--- src/rtl/scif_pkg.sv ---
package scif_pkg;

    localparam int NIB_W   = 4;
    localparam int FRAME_W = 2 * NIB_W;
    localparam int HOLD_W  = 16;

    // addr occupies the low nibble because it is shifted in first, LSB first
    typedef struct packed {
        logic [NIB_W-1:0] data;
        logic [NIB_W-1:0] addr;
    } frame_t;

    localparam frame_t READ_CMD = '{data: 4'h1, addr: 4'h9};

    function automatic logic is_read(frame_t f);
        return f == READ_CMD;
    endfunction

endpackage

--- src/rtl/scif_sync.sv ---
module scif_sync #(
    parameter int           W       = 1,
    parameter int           STAGES  = 2,
    parameter logic [W-1:0] RST_VAL = '0
) (
    input  logic         clk,
    input  logic         rst,
    input  logic [W-1:0] d,
    output logic [W-1:0] q
);
    logic [W-1:0] chain [STAGES];

    always_ff @(posedge clk) begin
        if (rst) begin
            for (int i = 0; i < STAGES; i++) chain[i] <= RST_VAL;
        end else begin
            chain[0] <= d;
            for (int i = 1; i < STAGES; i++) chain[i] <= chain[i-1];
        end
    end

    assign q = chain[STAGES-1];
endmodule

--- src/rtl/scif_rx.sv ---
module scif_rx
    import scif_pkg::*;
(
    input  logic   clk,
    input  logic   rst,
    input  logic   abort,
    input  logic   rise,
    input  logic   hold_off,
    input  logic   bit_in,
    output logic   stb,
    output frame_t frame,
    output logic   rd_req
);
    localparam int CNT_W = $clog2(FRAME_W);

    logic [CNT_W-1:0]   cnt;
    logic [FRAME_W-1:0] sh;
    logic [FRAME_W-1:0] nxt;

    assign nxt = {bit_in, sh[FRAME_W-1:1]};

    always_ff @(posedge clk) begin
        if (rst) begin
            cnt    <= '0;
            sh     <= '0;
            stb    <= 1'b0;
            rd_req <= 1'b0;
            frame  <= '0;
        end else if (abort) begin
            cnt    <= '0;
            stb    <= 1'b0;
            rd_req <= 1'b0;
        end else begin
            stb    <= 1'b0;
            rd_req <= 1'b0;
            if (rise && !hold_off) begin
                sh  <= nxt;
                cnt <= cnt + 1'b1;
                if (cnt == CNT_W'(FRAME_W - 1)) begin
                    stb    <= 1'b1;
                    frame  <= frame_t'(nxt);
                    rd_req <= is_read(frame_t'(nxt));
                end
            end
        end
    end
endmodule

--- src/rtl/scif_tx.sv ---
module scif_tx
    import scif_pkg::*;
(
    input  logic              clk,
    input  logic              rst,
    input  logic              abort,
    input  logic              fall,
    input  logic              start,
    input  logic [HOLD_W-1:0] hold,
    output logic              busy,
    output logic              bit_out,
    output logic              drive
);
    localparam int CNT_W = $clog2(HOLD_W + 1);

    logic [CNT_W-1:0]  cnt;
    logic [HOLD_W-1:0] shreg;

    always_ff @(posedge clk) begin
        if (rst || abort) begin
            busy    <= 1'b0;
            drive   <= 1'b0;
            bit_out <= 1'b0;
            cnt     <= '0;
            shreg   <= '0;
        end else if (start) begin
            busy  <= 1'b1;
            shreg <= hold;
            cnt   <= '0;
        end else if (busy && fall) begin
            if (cnt == CNT_W'(HOLD_W)) begin
                busy    <= 1'b0;
                drive   <= 1'b0;
                bit_out <= 1'b0;
            end else begin
                bit_out <= shreg[HOLD_W-1];
                shreg   <= {shreg[HOLD_W-2:0], 1'b0};
                drive   <= 1'b1;
                cnt     <= cnt + 1'b1;
            end
        end
    end
endmodule

--- src/rtl/serial_cmd_if.sv ---
module serial_cmd_if
    import scif_pkg::*;
#(
    parameter int SYNC_STAGES = 2
) (
    input  logic              clk,
    input  logic              rst,
    input  logic              wire3_mode,
    input  logic              cs_n,
    input  logic              sclk,
    input  logic              di_i,
    output logic              di_o,
    output logic              di_oe,
    output logic              do_o,
    input  logic              hold_load,
    input  logic [HOLD_W-1:0] hold_data,
    output logic              wr_stb,
    output logic [NIB_W-1:0]  wr_addr,
    output logic [NIB_W-1:0]  wr_data
);
    logic [2:0]        pins_s;
    logic              cs_s, sclk_s, di_s, sclk_d;
    logic              rise, fall;
    logic [HOLD_W-1:0] hold_q;
    frame_t            frame;
    logic              rd_req, busy, bit_out, drive;

    scif_sync #(.W(3), .STAGES(SYNC_STAGES), .RST_VAL(3'b100)) u_sync (
        .clk(clk), .rst(rst), .d({cs_n, sclk, di_i}), .q(pins_s)
    );
    assign {cs_s, sclk_s, di_s} = pins_s;

    always_ff @(posedge clk) begin
        if (rst) begin
            sclk_d <= 1'b0;
            hold_q <= '0;
        end else begin
            sclk_d <= sclk_s;
            if (hold_load) hold_q <= hold_data;
        end
    end

    assign rise = sclk_s & ~sclk_d;
    assign fall = ~sclk_s & sclk_d;

    scif_rx u_rx (
        .clk(clk), .rst(rst), .abort(cs_s), .rise(rise), .hold_off(busy),
        .bit_in(di_s), .stb(wr_stb), .frame(frame), .rd_req(rd_req)
    );

    scif_tx u_tx (
        .clk(clk), .rst(rst), .abort(cs_s), .fall(fall), .start(rd_req),
        .hold(hold_q), .busy(busy), .bit_out(bit_out), .drive(drive)
    );

    assign wr_addr = frame.addr;
    assign wr_data = frame.data;
    assign do_o    = ~wire3_mode & bit_out;
    assign di_o    = bit_out;
    assign di_oe   = wire3_mode & drive;
endmodule

--- config.mk ---
export PLATFORM = sky130hd
export DESIGN_NAME = serial_cmd_if
export DESIGN_NICKNAME = d
export VERILOG_FILES = /design/src/rtl/scif_pkg.sv /design/src/rtl/scif_sync.sv /design/src/rtl/scif_rx.sv /design/src/rtl/scif_tx.sv /design/src/rtl/serial_cmd_if.sv
export SDC_FILE = /design/constraint.sdc
export NUM_CORES = 1
export LEC_CHECK = 0
export BUFFER_PORTS_ARGS = -buffer_cell sky130_fd_sc_hd__buf_2
export CAP_MARGIN = 25
export CORE_MARGIN = 10
export CORE_UTILIZATION = 58
export DETAILED_ROUTE_END_ITERATION = 16
export PLACE_DENSITY = 0.82
export SYNTH_ARGS = -nofsm -noshare
export SYNTH_HDL_FRONTEND = slang
export SYNTH_SLANG_ARGS = --single-unit
--- constraint.sdc ---
create_clock -name clk -period 4.79 [get_ports clk]
set_clock_uncertainty 0.1 [all_clocks]
set_input_delay 0.7185 -clock clk [delete_from_list [all_inputs] [get_ports clk]]
set_output_delay 0.7185 -clock clk [all_outputs]
set_load 0.01 [all_outputs]
==> impl_metrics.yaml, run 1 <==
place:
  dp_hpwl_um: 3540
  io_buffer_count: 34
  dp_cells: 347
  place_ws_ns: 2.42
  gp_congestion: 0.826
critical_path:
  cp.arrival_ns: 2.28
  path_delay_family: "compound AO/OA/AOI/OAI gates"
  critPathLaunchType: "flip-flop"
  r2r_cells: 5
  critPathMaxStageDelay_ns: 0.82
  cp-startpoint: "u_tx.cnt[0]"
  crit_buf_inv: 1
  critPathKind: "flip-flop to flip-flop"
  crit_path_end_kind: "flip-flop"
  r2r-start: "u_tx.cnt[0]"
  reg2reg_to: "u_tx.shreg[11]"
  r2r_slack_ns: 2.58
  slowest_stage: "o21ai_1"
  crit_fanout: 15
  crit_chain: "inv_1, ha_1, and4bb_2, o21ai_1, a211oi_1"
  cp.required_ns: 4.86
routing:
  drc_errors: 0
  vias_per_cell: 5.69
  routed_wl_um: 5270
  dr.pass1.iters: 4
  first_iter_violations: 128
  wire_per_inst_um: 14.6
  vias: 2060
  ant_nets: 0
clock_tree:
  clk_latency_ns: 0.34
  hold_buffers: 0
  h-tree-depth: 3
  cts_sinks: 67
  clockBufferDepth: 2
  cts_tree: "done"
  cts_resized: 0
  clkTransAtPathRegs_ns: 0.07
  cts_buffers: 9
  post_cts_buffers: 0
  cts_root_buffer: "clkbuf_8"
yosys:
  syn_area_mm2: 0.00273
  synth_edf_count: 0
  synthTopCellsByArea: "dfxtp_1 (49%), mux2i_1 (11%), a211oi_1 (8.0%), a21oi_1 (4.8%), nor2_1 (2.8%)"
  avgSynthCellArea_um2: 9.75
  yosysTopAreaCell: "dfxtp_1"
  synth-seq-area-share: 0.492
  synthCells: 280
  yosysWarningCount: 0
  synth.top_cells.by_count: "dfxtp_1 (67), mux2i_1 (31), a211oi_1 (29)"
  synth_fp_nets: 307
  synth.most_common_cell: "dfxtp_1"
  synth_cell_types: 37
  synth_top_area_share: 0.492
  synth_seq_cells: 67
  synthArstFlopShare: 0
  synth_ff_type: "dfxtp_1"
power:
  vdd.ir_drop.worst_mv: 0.219
  power_per_cell_area_mw_per_mm2: 332
  netSwitchingPower_mw: 0.221
  swShare: 0.220
  p_seq_frac: 0.572
  combPwrFrac: 0.036
  power.internal_mw: 0.782
  clkPwrFrac: 0.392
  p_leak_nw: 1.09
timing:
  period_minus_slack_ns: 2.21
  fmax_mhz: 453
  fin_ws_ns: 2.58
  drv_slew: 0
  finalCritPeriodShare: 0.461
  finalSetupTns_ns: 0
  tightest_slew_ns: 1.05
  finalHoldViolations: 0
  hold_slack_ns: 0.308
  rsz0062_at_grt: "false"
  relSlewSlack: 0.293
  setup_viol: 0
layout:
  instances_no_fill: 362
  antennaDiodeCount: 0
  nets: 333
  syn2layout_area_growth_pct: 10.7
  drive_above_1_share: 0.187
  utilization: 0.680
  nFillCells: 361
floorplanning:
  start_util: 0.614
  die_width_um: 88.6
  die_h_um: 88.6
  die-area_mm2: 0.00785
  fp-row-count: 24
  pin_count: 35
  core_region_area_mm2: 0.00444
worst_hold_path:
  min_path_type: "flip-flop to flip-flop"
  hold_end: "u_sync.chain[0][5]"
  hold_start: "u_sync.chain[0][2]"
  min_path_cells: 1
job:
  drv_cap: 0
global_routing:
  grtUsageTotal: 0.146
  grt_pass1_wl_um: 9090
  antenna_found_initial: 0
  overflow: 0
  grt_max_degree: 43
  first_global_vias: 1988
run_status:
  status: "complete, no violations"
-- placed cells by master, fill, tap and decap left out, types with 2 or more instances in the layout --
master     n
clkinv_2   3
clkbuf_8  10
or2_2      3
buf_2     34
nor2_1    20
nor2b_1    7
o21ai_0   14
a211oi_1  29
dfxtp_1   67
ha_1       4
clkbuf_1   2
nand3_1   11
inv_1      5
nand2_1   18
o21ai_1    3
or3_1      3
a21oi_1   26
mux2i_1   31
-- worst reg2reg max path, stage by stage (launching register included) --
cell      delay [ns]
dfxtp_1         0.38
inv_1           0.07
ha_1            0.21
and4bb_2        0.28
o21ai_1         0.82
a211oi_1        0.18
-- state kept, by name, indices dropped and copies added (netlist names), 3 cells and up --
register      cells
hold_q           16
u_rx.cnt          3
u_tx.shreg       16
u_tx.cnt          5
u_rx.frame        8
u_sync.chain      6
u_rx.sh           7
-- stage by stage --
step	total power [mW]	area [um2]
2_1_floorplan	0.609	2730
3_3_place_gp	0.621	2850
3_5_place_dp	0.623	2860
4_1_cts	1.01	3020
5_1_grt	1.04	3020
6_report	1.00	3020
-- power groups by stage --
stage / combinational (mW) / clock (mW) / sequential [mW]
finish: 0.0361 / 0.393 / 0.574
global route: 0.0410 / 0.429 / 0.575
CTS: 0.0367 / 0.403 / 0.574
detailed placement: 0.0364 / 0 / 0.587
global placement: 0.0352 / 0 / 0.586
floorplan: 0.0247 / 0 / 0.584
-- worst max-delay path by stage --
stage / end / slack (ns) / cells past startpoint
2_1_floorplan: do_o / 3.07 / 1
3_3_place_gp: u_rx.cnt[2] / 2.15 / 3
3_5_place_dp: u_tx.shreg[11] / 2.42 / 4
4_1_cts: u_tx.shreg[11] / 2.61 / 5
5_1_grt: u_tx.shreg[6] / 2.42 / 5
6_report: u_tx.shreg[11] / 2.58 / 5
-- logic make-up (layout without fill, tap and decap cells) --
logic type	count (synthesis)	in the layout	synth area share
muxes	31	31	0.114
AOI/OAI and AO/OA	74	74	0.165
xor gates and xnor gates	1	1	0.00321
adders and majority gates	4	4	0.0183
and+or+nand+nor	77	77	0.157
buffers and inverters	26	56	0.0514
DFF	67	67	0.492
-- cell type report --
class                   instances  area (um2)  share of cell area
well taps                      52        65.1              0.0215
flip-flops and latches         67        1340               0.444
clock inverters                 3        15.0             0.00497
clock buffers                  12         145              0.0480
repair buffers                 36         189              0.0625
inverters                       5        18.8             0.00621
multi-input cells             187        1250               0.413
-- layer usage --
| metal | routed length [um] | track usage | up-vias | part of all wire |
|---|---|---|---|---|
| met1 | 2450 | 0.174 | 957 | 0.47 |
| met5 | 0 | 0 | - | 0 |
| met2 | 2320 | 0.218 | 37 | 0.44 |
| met3 | 418 | 0.0754 | 7 | 0.079 |
| met4 | 75 | 0.0587 | 0 | 0.014 |
| li1 | - | - | 1059 | - |
No activity file was read; power rests on OpenSTA's default activity.
==> run 2, diff against run 1 <==
CORE_UTILIZATION = 56   (was 58)
PLACE_DENSITY = 0.8   (was 0.82)
clock period = 2.28 ns   (was 4.79 ns; I/O delays follow)
==> run 2 against run 1 <==
  * Core utilization is 2.9 points lower
  * Routed wire length is 1.6% higher
  * Combinational power is 120% higher
  * Register-to-register slack worse by 1.9 ns
  * Final cell count is 5.0% higher
  * Largest power group unchanged
  * Setup slack worse by 1.9 ns
  * Clock-buffer cell count stayed put
  * Critical path depth is 2 lower
==> impl_metrics.yaml, run 2 (synthesis results as in run 1) <==
run_status:
  status: "complete, no violations"
worst_hold_path:
  min_path_cells: 2
  min_path_type: "input pin to flip-flop"
critical_path:
  crit_path_end_kind: "flip-flop"
  cp.arrival_ns: 1.79
  r2r_cells: 3
  path_depth: 3
  path_delay_family: "simple AND/OR/NAND/NOR gates"
  cp.required_ns: 2.44
  crit_chain: "nor4b_4, nand2_1, nor3_1"
  critPathKind: "flip-flop to flip-flop"
  critPathLaunchType: "flip-flop"
  critPathMaxStageDelay_ns: 0.71
  crit_buf_inv: 0
  crit_fanout: 16
  slowest_stage: "nor4b_4"
global_routing:
  first_global_vias: 2038
  grtUsageTotal: 0.138
  antenna_found_initial: 0
  grt_pass1_wl_um: 9320
  overflow: 0
  grt_max_degree: 41
floorplanning:
  fp-row-count: 25
  start_util: 0.578
  die_width_um: 89.8
  die_h_um: 89.8
  die-area_mm2: 0.00806
  core_region_area_mm2: 0.00472
  pin_count: 35
power:
  power_per_cell_area_mw_per_mm2: 695
  p_leak_nw: 1.11
  vdd.ir_drop.worst_mv: 0.498
layout:
  mostFrequentLayoutCell: "dfxtp_1"
  antennaDiodeCount: 0
  utilization: 0.651
  nets: 337
  syn2layout_area_growth_pct: 12.7
  reg_top3: "hold_q x16, u_tx.shreg x16, u_rx.frame x8"
  ff_latch_area_mm2: 0.00134
  mostFrequentLayoutCells: "dfxtp_1 (67), buf_2 (34), mux2i_1 (31)"
  nFillCells: 383
  multi_input_comb_area_mm2: 0.00125
  drive_above_1_share: 0.198
clock_tree:
  clockBufferDepth: 2
  hold_buffers: 0
  cts_buffers: 9
  post_cts_buffers: 0
  h-tree-depth: 3
  clk_latency_ns: 0.34
  cts_root_buffer: "clkbuf_8"
  clkTransAtPathRegs_ns: 0.07
  cts_tree: "done"
  cts_resized: 0
  cts_sinks: 67
routing:
  dr.pass1.iters: 4
  vias_per_cell: 5.56
  ant_nets: 0
  wl_met2_um: 2440
  wire_per_inst_um: 14.1
  drc_errors: 0
  met3_length_um: 304
  wirelength_met1_um: 2530
  routed_wl_um: 5350
  first_iter_violations: 116
  vias: 2112
  top_layer_used: "met4"
timing:
  finalHoldViolations: 0
  setup_viol: 0
  tightest_slew_ns: 0.726
  finalCritPeriodShare: 0.716
  rsz0062_at_grt: "false"
  fmax_mhz: 613
  relSlewSlack: 0.514
  finalSetupTns_ns: 0
  drv_slew: 0
  period_minus_slack_ns: 1.63
job:
  drv_cap: 0
place:
  dp_hpwl_um: 3620
  gp_congestion: 0.809
  io_buffer_count: 34
run 2: metal layers:
layer	global-route usage	vias to the layer above
met5	0	-
met4	0.0553	0
met3	0.0673	9
met2	0.213	51
met1	0.161	989
li1	-	1063
run 2: final timing paths:
path                           start                  to  slack [ns]
setup / recovery           u_tx.busy         u_rx.rd_req        0.65
hold / removal                  cs_n  u_sync.chain[0][2]        0.08
setup reg to reg           u_tx.busy         u_rx.rd_req        0.65
hold reg to reg   u_sync.chain[0][2]  u_sync.chain[0][5]        0.32
run 2: per-stage QoR:
stage	instance area (um2)	hold slack [ns]	power [mW]	cells	setup slack, ns
final	3070	0.0783	2.14	380	0.647
after global routing	3070	0.0617	2.24	380	0.477
after CTS	3070	0.0603	2.17	380	0.644
after detailed placement	2910	0.295	1.31	366	0.665
after global placement	2910	0.297	1.31	366	0.704
after floorplan	2730	0.289	1.28	280	0.655
run 2: where the power goes:
part           switching, mW  internal, mW  total (mW)  leakage (nW)
Clock                  0.414         0.440       0.855        0.0843
Sequential            0.0130          1.19        1.21         0.544
Combinational         0.0390        0.0387      0.0777         0.482
run 2: final cells by class:
class,instances,share of cell area
Clock buffer,12,0.0505
Clock inverter,2,0.00407
Inverter,5,0.00611
Multi-Input combinational cell,187,0.406
Sequential cell,67,0.436
Tap cell,67,0.0273
Timing Repair Buffer,40,0.0700
==> run 3, diff against run 2 <==
CORE_UTILIZATION = 51   (was 56)
PLACE_DENSITY = 0.76   (was 0.8)
clock period = 1.34 ns   (was 2.28 ns; I/O delays follow)
==> run 3 against run 2 <==
  * The flow now finishes with violations (setup timing)
  * Final area is 31% higher
  * Clock-buffer cell count is 2 lower
  * Highest routed layer unchanged
  * Core utilization up 13 points
  * Worst hold slack lost 0.073 ns
  * Combinational power rose to 2.6 times the previous value
  * First-iteration DRC count is 24% lower
  * Non-clock buffer count grew 47
==> impl_metrics.yaml, run 3 (synthesis results as in run 1) <==
clock_tree:
  cts_tree: "done"
  cts_root_buffer: "clkbuf_8"
  clkTransAtPathRegs_ns: 0.08
  cts_buffers: 9
  clockBufferDepth: 2
  cts_sinks: 67
  clk_latency_ns: 0.35
  h-tree-depth: 3
floorplanning:
  core_region_area_mm2: 0.00514
  die_width_um: 93.2
  pin_count: 35
  die_h_um: 93.2
  start_util: 0.531
  die-area_mm2: 0.00868
  fp-row-count: 26
place:
  place_ws_ns: -0.175
  gp_congestion: 0.818
  dp_hpwl_um: 4020
  io_buffer_count: 34
critical_path:
  slowest_stage: "dfxtp_4"
  crit_path_end_kind: "flip-flop"
  crit_buf_inv: 3
  reg2reg_to: "u_rx.rd_req"
  path_delay_family: "simple AND/OR/NAND/NOR gates"
  r2r_slack_ns: -0.19
  cp.arrival_ns: 1.69
  crit_chain: "buf_6, buf_6, nor4b_4, buf_4, nand2_2, nor3_2"
  r2r_cells: 6
  cp_common_cell: "buf_6"
  r2r-start: "u_tx.busy"
  cp.required_ns: 1.50
  critPathLaunchType: "flip-flop"
  crit_fanout: 5
  critPathMaxStageDelay_ns: 0.37
  critPathKind: "flip-flop to flip-flop"
worst_hold_path:
  min_path_type: "input pin to flip-flop"
  hold_start: "hold_data[11]"
  hold_end: "hold_q[11]"
  min_path_cells: 3
routing:
  wire_per_inst_um: 16.9
  vias: 2411
  vias_per_cell: 5.57
  drc_errors: 0
  first_iter_violations: 88
  ant_nets: 0
  routed_wl_um: 7300
  dr.pass1.iters: 5
timing:
  finalCritPeriodShare: 1.14
  tightest_slew_ns: 0.472
  period_minus_slack_ns: 1.53
  fin_ws_ns: -0.189
  relSlewSlack: 0.686
  drv_slew: 0
  setup_viol: 41
  fmax_mhz: 654
  rsz0062_at_grt: "true"
  finalHoldViolations: 0
global_routing:
  grtUsageTotal: 0.161
  grt_pass1_wl_um: 11300
  overflow: 0
  grt_max_degree: 28
  first_global_vias: 2428
  antenna_found_initial: 0
power:
  power_mw: 4.33
  power_per_cell_area_mw_per_mm2: 1070
  vdd.ir_drop.worst_mv: 0.745
  p_leak_nw: 1.45
run_status:
  violations: "setup timing"
  status: "finished with violations"
layout:
  drive_above_1_share: 0.485
  antennaDiodeCount: 0
  mostFrequentLayoutCells: "dfxtp_1 (61), buf_2 (34), mux2i_1 (31)"
  reg_top3: "hold_q x16, u_tx.shreg x16, u_rx.frame x8"
  mostFrequentLayoutCell: "dfxtp_1"
  nFillCells: 324
  nets: 385
  utilization: 0.785
  syn2layout_area_growth_pct: 47.9
job:
  drv_cap: 0
-- run 3: cell count changes in the layout (fill, tap and decap cells not counted), moves of 7 or more --
cell           change
nand3_2            +7
o21ai_0           -10
dlygate4sd3_1     +15
nand3_1            -8
a211oi_2          +29
a211oi_1          -29
buf_4             +19
a21oi_2           +14
buf_6              +8
o21ai_2            +8
a21oi_1           -14
-- run 3: per-stage QoR --
step | cell area [um2] | setup TNS, ns | std cells | hold slack [ns]
floorplan | 2830 | -2.83 | 280 | 0.205
global placement | 3250 | -2.14 | 396 | 0.285
detailed placement | 3250 | -3.16 | 396 | 0.286
CTS | 3820 | -4.43 | 432 | 0.000755
global route | 4040 | -6.53 | 433 | 0.00157
finish | 4040 | -4.49 | 433 | 0.00489
-- run 3: per-layer routing --
metal / track usage / vias to the layer above / part of all wire
met3: 0.0631 / 16 / 0.055
met2: 0.282 / 71 / 0.51
li1: - / 1166 / -
met4: 0.0630 / 0 / 0.022
met1: 0.170 / 1158 / 0.41
met5: 0 / - / 0
-- run 3: cell type report --
cell class / instances / area (um2) / area share
clock buffer: 10 / 138 / 0.0341
clock inverter: 6 / 113 / 0.0279
inverter: 5 / 18.8 / 0.00465
multi-input combinational: 188 / 1620 / 0.402
sequential: 67 / 1350 / 0.336
tap: 70 / 87.6 / 0.0217
timing repair buffer: 87 / 703 / 0.174
-- run 3: worst min-delay path: cells and delay by family --
| family | cells | cell delay, ns |
|---|---|---|
| mux | 1 | 0.06 |
| buf+inv | 1 | 0.08 |
| simple gates | 1 | 0.08 |
-- run 3: repair_timing --
| action | 4_1_cts | 5_1_grt |
|---|---|---|
| endpoints found under the setup margin | 39 | 45 |
| resized for setup | 39 | 49 |
| gates cloned | 3 | 0 |
| buffers inserted | 3 | 1 |
| pin swaps | 20 | 13 |
| hold endpoints to repair | 15 | 0 |
| hold buffers | 15 | 0 |
-- run 3: where the power goes --
group          leakage, nW  switching, mW  internal [mW]  total, mW
clock network        0.126          0.795           1.29       2.08
logic                0.772         0.0891          0.112      0.201
registers            0.548         0.0229           2.02       2.05
-- run 3: worst max-delay path by stage --
stage	startpoint	cells after the start	slack [ns]	end
detailed placement	u_tx.cnt[0]	5	-0.18	u_tx.cnt[2]
global placement	u_tx.cnt[0]	5	-0.12	u_tx.cnt[2]
floorplan	u_tx.busy	5	-0.15	u_rx.frame[3]
finish	u_tx.busy	6	-0.19	u_rx.rd_req
CTS	u_tx.cnt[0]	5	-0.18	u_tx.cnt[2]
global route	u_tx.cnt[1]	5	-0.22	u_tx.cnt[2]
